<file path="config.mk">
export PLATFORM = sky130hd
export DESIGN_NAME = trunc_array_mult
export DESIGN_NICKNAME = d
export VERILOG_FILES = /design/src/rtl/tam_pkg.sv /design/src/rtl/tam_subst.sv /design/src/rtl/tam_pp_array.sv /design/src/rtl/tam_fa.sv /design/src/rtl/tam_row_add.sv /design/src/rtl/trunc_array_mult.sv
export SDC_FILE = /design/constraint.sdc
export NUM_CORES = 1
export LEC_CHECK = 0
export ABC_AREA = 1
export BUFFER_PORTS_ARGS = -buffer_cell sky130_fd_sc_hd__buf_2
export CAP_MARGIN = 0
export CORE_UTILIZATION = 63
export DETAILED_ROUTE_END_ITERATION = 7
export PLACE_DENSITY_LB_ADDON = 0.3
export SYNTH_ARGS = -nofsm -noshare
export SYNTH_HDL_FRONTEND = slang
export SYNTH_HIERARCHICAL = 1
export SYNTH_SLANG_ARGS = --single-unit
</file>
<file path="constraint.sdc">
create_clock -name clk_i -period 0.8 [get_ports clk_i]
set_clock_uncertainty 0.2 [all_clocks]
set_input_delay 0.16 -clock clk_i [delete_from_list [all_inputs] [get_ports clk_i]]
set_output_delay 0.16 -clock clk_i [all_outputs]
set_load 0.005 [all_outputs]
</file>
<file path="src/rtl/tam_pkg.sv">
package tam_pkg;
  // count of product LSBs guaranteed zero for a given configuration
  function automatic int low_zero_bits(int sa, int sb, bit oa, bit ob, int tc);
    int z;
    z = (oa ? 0 : sa) + (ob ? 0 : sb);
    return (z > tc) ? z : tc;
  endfunction
endpackage

</file>
<file path="src/rtl/tam_subst.sv">
module tam_subst #(
  parameter int W   = 8,
  parameter int S   = 0,
  parameter bit ONE = 1'b0
) (
  input  logic [W-1:0] d_i,
  output logic [W-1:0] q_o
);
  localparam logic [W-1:0] MASK = W'((64'd1 << S) - 64'd1);

  if (ONE) begin : g_one
    assign q_o = d_i | MASK;
  end else begin : g_zero
    assign q_o = d_i & ~MASK;
  end
endmodule

</file>
<file path="src/rtl/tam_pp_array.sv">
module tam_pp_array #(
  parameter int A_W        = 8,
  parameter int B_W        = 8,
  parameter int TRUNC_COLS = 0,
  localparam int P_W       = A_W + B_W
) (
  input  logic [A_W-1:0]           a_i,
  input  logic [B_W-1:0]           b_i,
  output logic [B_W-1:0][P_W-1:0]  rows_o
);
  // row j holds a & b[j] aligned at column j; dropped columns are tied low
  for (genvar j = 0; j < B_W; j++) begin : g_row
    for (genvar k = 0; k < P_W; k++) begin : g_col
      if ((k >= j) && (k - j < A_W) && (k >= TRUNC_COLS)) begin : g_and
        assign rows_o[j][k] = a_i[k-j] & b_i[j];
      end else begin : g_tie
        assign rows_o[j][k] = 1'b0;
      end
    end
  end
endmodule

</file>
<file path="src/rtl/tam_fa.sv">
module tam_fa (
  input  logic x_i,
  input  logic y_i,
  input  logic c_i,
  output logic s_o,
  output logic c_o
);
  logic hs;
  assign hs  = x_i ^ y_i;
  assign s_o = hs ^ c_i;
  assign c_o = (x_i & y_i) | (hs & c_i);
endmodule

</file>
<file path="src/rtl/tam_row_add.sv">
module tam_row_add #(
  parameter int W = 16
) (
  input  logic [W-1:0] x_i,
  input  logic [W-1:0] y_i,
  output logic [W-1:0] s_o
);
  logic [W-1:0] c;
  assign c[0] = 1'b0;

  // result never exceeds W bits, so the top cell needs no carry out
  for (genvar i = 0; i < W; i++) begin : g_bit
    if (i < W - 1) begin : g_fa
      tam_fa u_fa (
        .x_i(x_i[i]), .y_i(y_i[i]), .c_i(c[i]),
        .s_o(s_o[i]), .c_o(c[i+1])
      );
    end else begin : g_top
      assign s_o[i] = x_i[i] ^ y_i[i] ^ c[i];
    end
  end
endmodule

</file>
<file path="src/rtl/trunc_array_mult.sv">
module trunc_array_mult #(
  parameter int A_W        = 8,
  parameter int B_W        = 8,
  parameter int SUB_A_BITS = 0,
  parameter int SUB_B_BITS = 0,
  parameter bit ONE_A      = 1'b0,
  parameter bit ONE_B      = 1'b0,
  parameter int TRUNC_COLS = 0
) (
  input  logic               clk_i,
  input  logic               rst_ni,
  input  logic               in_valid_i,
  input  logic [A_W-1:0]     a_i,
  input  logic [B_W-1:0]     b_i,
  output logic               out_valid_o,
  output logic [A_W+B_W-1:0] prod_o
);
  localparam int P_W      = A_W + B_W;
  localparam int LOW_ZERO = tam_pkg::low_zero_bits(SUB_A_BITS, SUB_B_BITS, ONE_A, ONE_B, TRUNC_COLS);
  localparam bit NO_ONES  = !(ONE_A && SUB_A_BITS > 0) && !(ONE_B && SUB_B_BITS > 0);

  logic [A_W-1:0]          a_eff;
  logic [B_W-1:0]          b_eff;
  logic [B_W-1:0][P_W-1:0] rows;
  logic [P_W-1:0]          acc [B_W];
  logic [P_W-1:0]          prod_q;
  logic                    valid_q;

  tam_subst #(.W(A_W), .S(SUB_A_BITS), .ONE(ONE_A)) u_sub_a (.d_i(a_i), .q_o(a_eff));
  tam_subst #(.W(B_W), .S(SUB_B_BITS), .ONE(ONE_B)) u_sub_b (.d_i(b_i), .q_o(b_eff));

  tam_pp_array #(.A_W(A_W), .B_W(B_W), .TRUNC_COLS(TRUNC_COLS)) u_pp (
    .a_i(a_eff), .b_i(b_eff), .rows_o(rows)
  );

  assign acc[0] = rows[0];
  for (genvar j = 1; j < B_W; j++) begin : g_sum
    tam_row_add #(.W(P_W)) u_add (.x_i(acc[j-1]), .y_i(rows[j]), .s_o(acc[j]));
  end

  always_ff @(posedge clk_i or negedge rst_ni) begin
    if (!rst_ni) begin
      prod_q  <= '0;
      valid_q <= 1'b0;
    end else begin
      valid_q <= in_valid_i;
      if (in_valid_i) prod_q <= acc[B_W-1];
    end
  end

  assign prod_o      = prod_q;
  assign out_valid_o = valid_q;
endmodule

</file>
==> impl_results.md <==
* CP max FO at 2
* Worst setup EP type: register
* Reg clk slew, reported paths at 0.06 ns
* Cts bufs inserted at 3
* Most frequent cells in the layout: 138 x nand2_1, 82 x inv_1, 71 x conb_1
* Worst setup endpoint: prod_o[15]$_DFFE_PN0P_
* Failing checks: negative hold slack, negative setup slack
* Placer Congestion at 0.775
* Share of layout cells above drive strength 1 at 0.285
* Critical Path AT at 8.83 ns
* Buffers & Inverters on Critical Path at 2
* Status: finished, violations left
* Largest net degree at the start of global routing at 18
* Critical path's largest stage delay at 0.59 ns
* Area added between synthesis and finish at 7.08%
* Starting Density at 0.659
* Worst flop-to-flop path endpoint: prod_o[10]$_DFFE_PN0P_
* Final non-filler cell total at 582
* WP data required at 0.74 ns
* Reg2reg start: prod_o[10]$_DFFE_PN0P_
* Slew Limit Fails at 0
* CTS H-Tree Depth at 1
* First-pass GRT wire length at 11400 um
* Period minus WS final at 8.89 ns
* Grt total ovfl at 0
* Final Net Count at 630
* Number of global-route vias before repair at 2908
* FF-to-FF path depth at 4
* Die W at 83.7 um
* Synth Instances at 469
* Commonest non-fill, non-tap cell in the layout: nand2_1
* Num Clock Sinks at 17
* Setup violators final at 33
* #FFs+latches synth at 17
* Maximum Capacitance Violations at 0
* Period Utilization, post-route at 11.1
* Global-route usage over all layers at 0.200
* Via density at 4.44
* Seq/Total Area, Yosys at 0.101
* Worst path most repeated cell: fa_2
* Row count at 29
* Critical path origin: b_i[0]
* RSZ-0062 raised after global routing: yes
* Ports at 36
* Post-DR wirelength/cell at 10.5 um
* Top delay family on crit path: adder cells
* CTS root buf: clkbuf_8
* Worst reg-to-reg setup slack at -0.25 ns
* Crit Path Class: input port to register
* Max stage delay cell, worst path: fa_2
* Max frequency at 0.113 GHz
* Synthesized area at 4210 um^2
* Hold WS at -0.381 ns
* Die Span Y at 83.7 um
* Setup ws final at -8.09 ns
* Initial detailed-routing violation count at 92
* DRT Pass-1 Iters at 4
* Synth cell types at 12
* # diodes at 0
* Final instance area at 4510 um^2
* Initial antenna violation count at 0
* Placed cell count at 561
* Worst setup SP type: input port
* DRT Wirelength at 6130 um
* Post-route ant nets at 0
* DP Area at 4280 um^2
* Core box area at 6390 um^2
* Detailed placement HPWL at 5530 um
* Syn avg cell area at 8.97 um^2
* Port bufs at 35
* Max Root-Sink Buffers at 2
* Via count at 2585
* Worst path depth at 27
* # fillers at 494
* Fin. Hold Viols at 18
* Worst-Skew Late Latency at 0.24 ns
* DP Worst Slack at -8.55 ns
* Synth warnings at 6
* Die area at 7010 um^2
* HP Class: input port to asynchronous set/reset pin
* CTS tree: done
* DRC at 0
cell families after synthesis:
group,share of synthesized area
adder cells (fa/ha/maj),0.500
AND/OR/NAND/NOR,0.142
buffers and inverters,0.250
flip-flops,0.101
other,0.00714
flip-flops by register name (all words and copies together), names as in the netlist:
signal,flops
prod_o,16
out_valid_o,1
worst min-delay path by stage:
stage / from / end / slack [ns] / cells past startpoint
6_report: rst_ni / prod_o[11]$_DFFE_PN0P_ / -0.38 / 1
5_1_grt: rst_ni / prod_o[11]$_DFFE_PN0P_ / -0.36 / 1
4_1_cts: rst_ni / prod_o[10]$_DFFE_PN0P_ / -0.37 / 1
3_5_place_dp: rst_ni / prod_o[10]$_DFFE_PN0P_ / -0.10 / 1
3_3_place_gp: rst_ni / prod_o[11]$_DFFE_PN0P_ / -0.11 / 1
2_1_floorplan: rst_ni / out_valid_o$_DFF_PN0_ / -0.34 / 0
area by class of cell:
type	count	area [um^2]	area share
sequential	17	425	0.0944
tap	77	96.3	0.0214
timing repair buffer	68	475	0.106
clock buffer	4	45.0	0.0100
multi-input combinational	330	3140	0.696
inverter	86	328	0.0728
synth_stat cells:
cell,n,area share
inv_1,85,0.076
dfrtp_1,17,0.10
nand3_1,7,0.0083
nand2_2,5,0.0074
buf_12,1,0.0048
conb_1,8,0.0071
nand2_1,142,0.13
buf_6,2,0.0054
fa_1,105,0.50
inv_6,1,0.0021
buf_2,16,0.019
buf_4,80,0.14
metal layers:
layer / global-route usage / part of all wire / wire length, um / vias up
li1: - / - / - / 1228
met1: 0.212 / 0.33 / 2010 / 1318
met2: 0.421 / 0.65 / 3970 / 35
met3: 0.0208 / 0.020 / 122 / 4
met4: 0.0293 / 0.0047 / 29 / 0
met5: 0 / 0 / 0 / -
worst register-to-register path, stage by stage, from the launching register on:
cell	delay [ns]
dfrtp_1	0.38
buf_4	0.13
buf_4	0.12
nand2_1	0.06
nand2_1	0.06
stage by stage:
step,setup TNS [ns],util
after global placement,-95.91,0.669
after detailed placement,-97.47,0.669
after floorplan,-104.74,-
final,-95.61,0.706
after CTS,-96.05,0.697
after global routing,-98.39,0.706
what timing repair did:
action                                  CTS  global route
endpoints found under the hold margin    18            18
gates resized for setup                  12             4
endpoints found under the setup margin   33            33
setup buffers                            12             5
pin swaps                                28            10
Power is left out: the tool's default activity adds up to more than one toggle a clock period on the data nets, which glitch-free logic cannot reach.
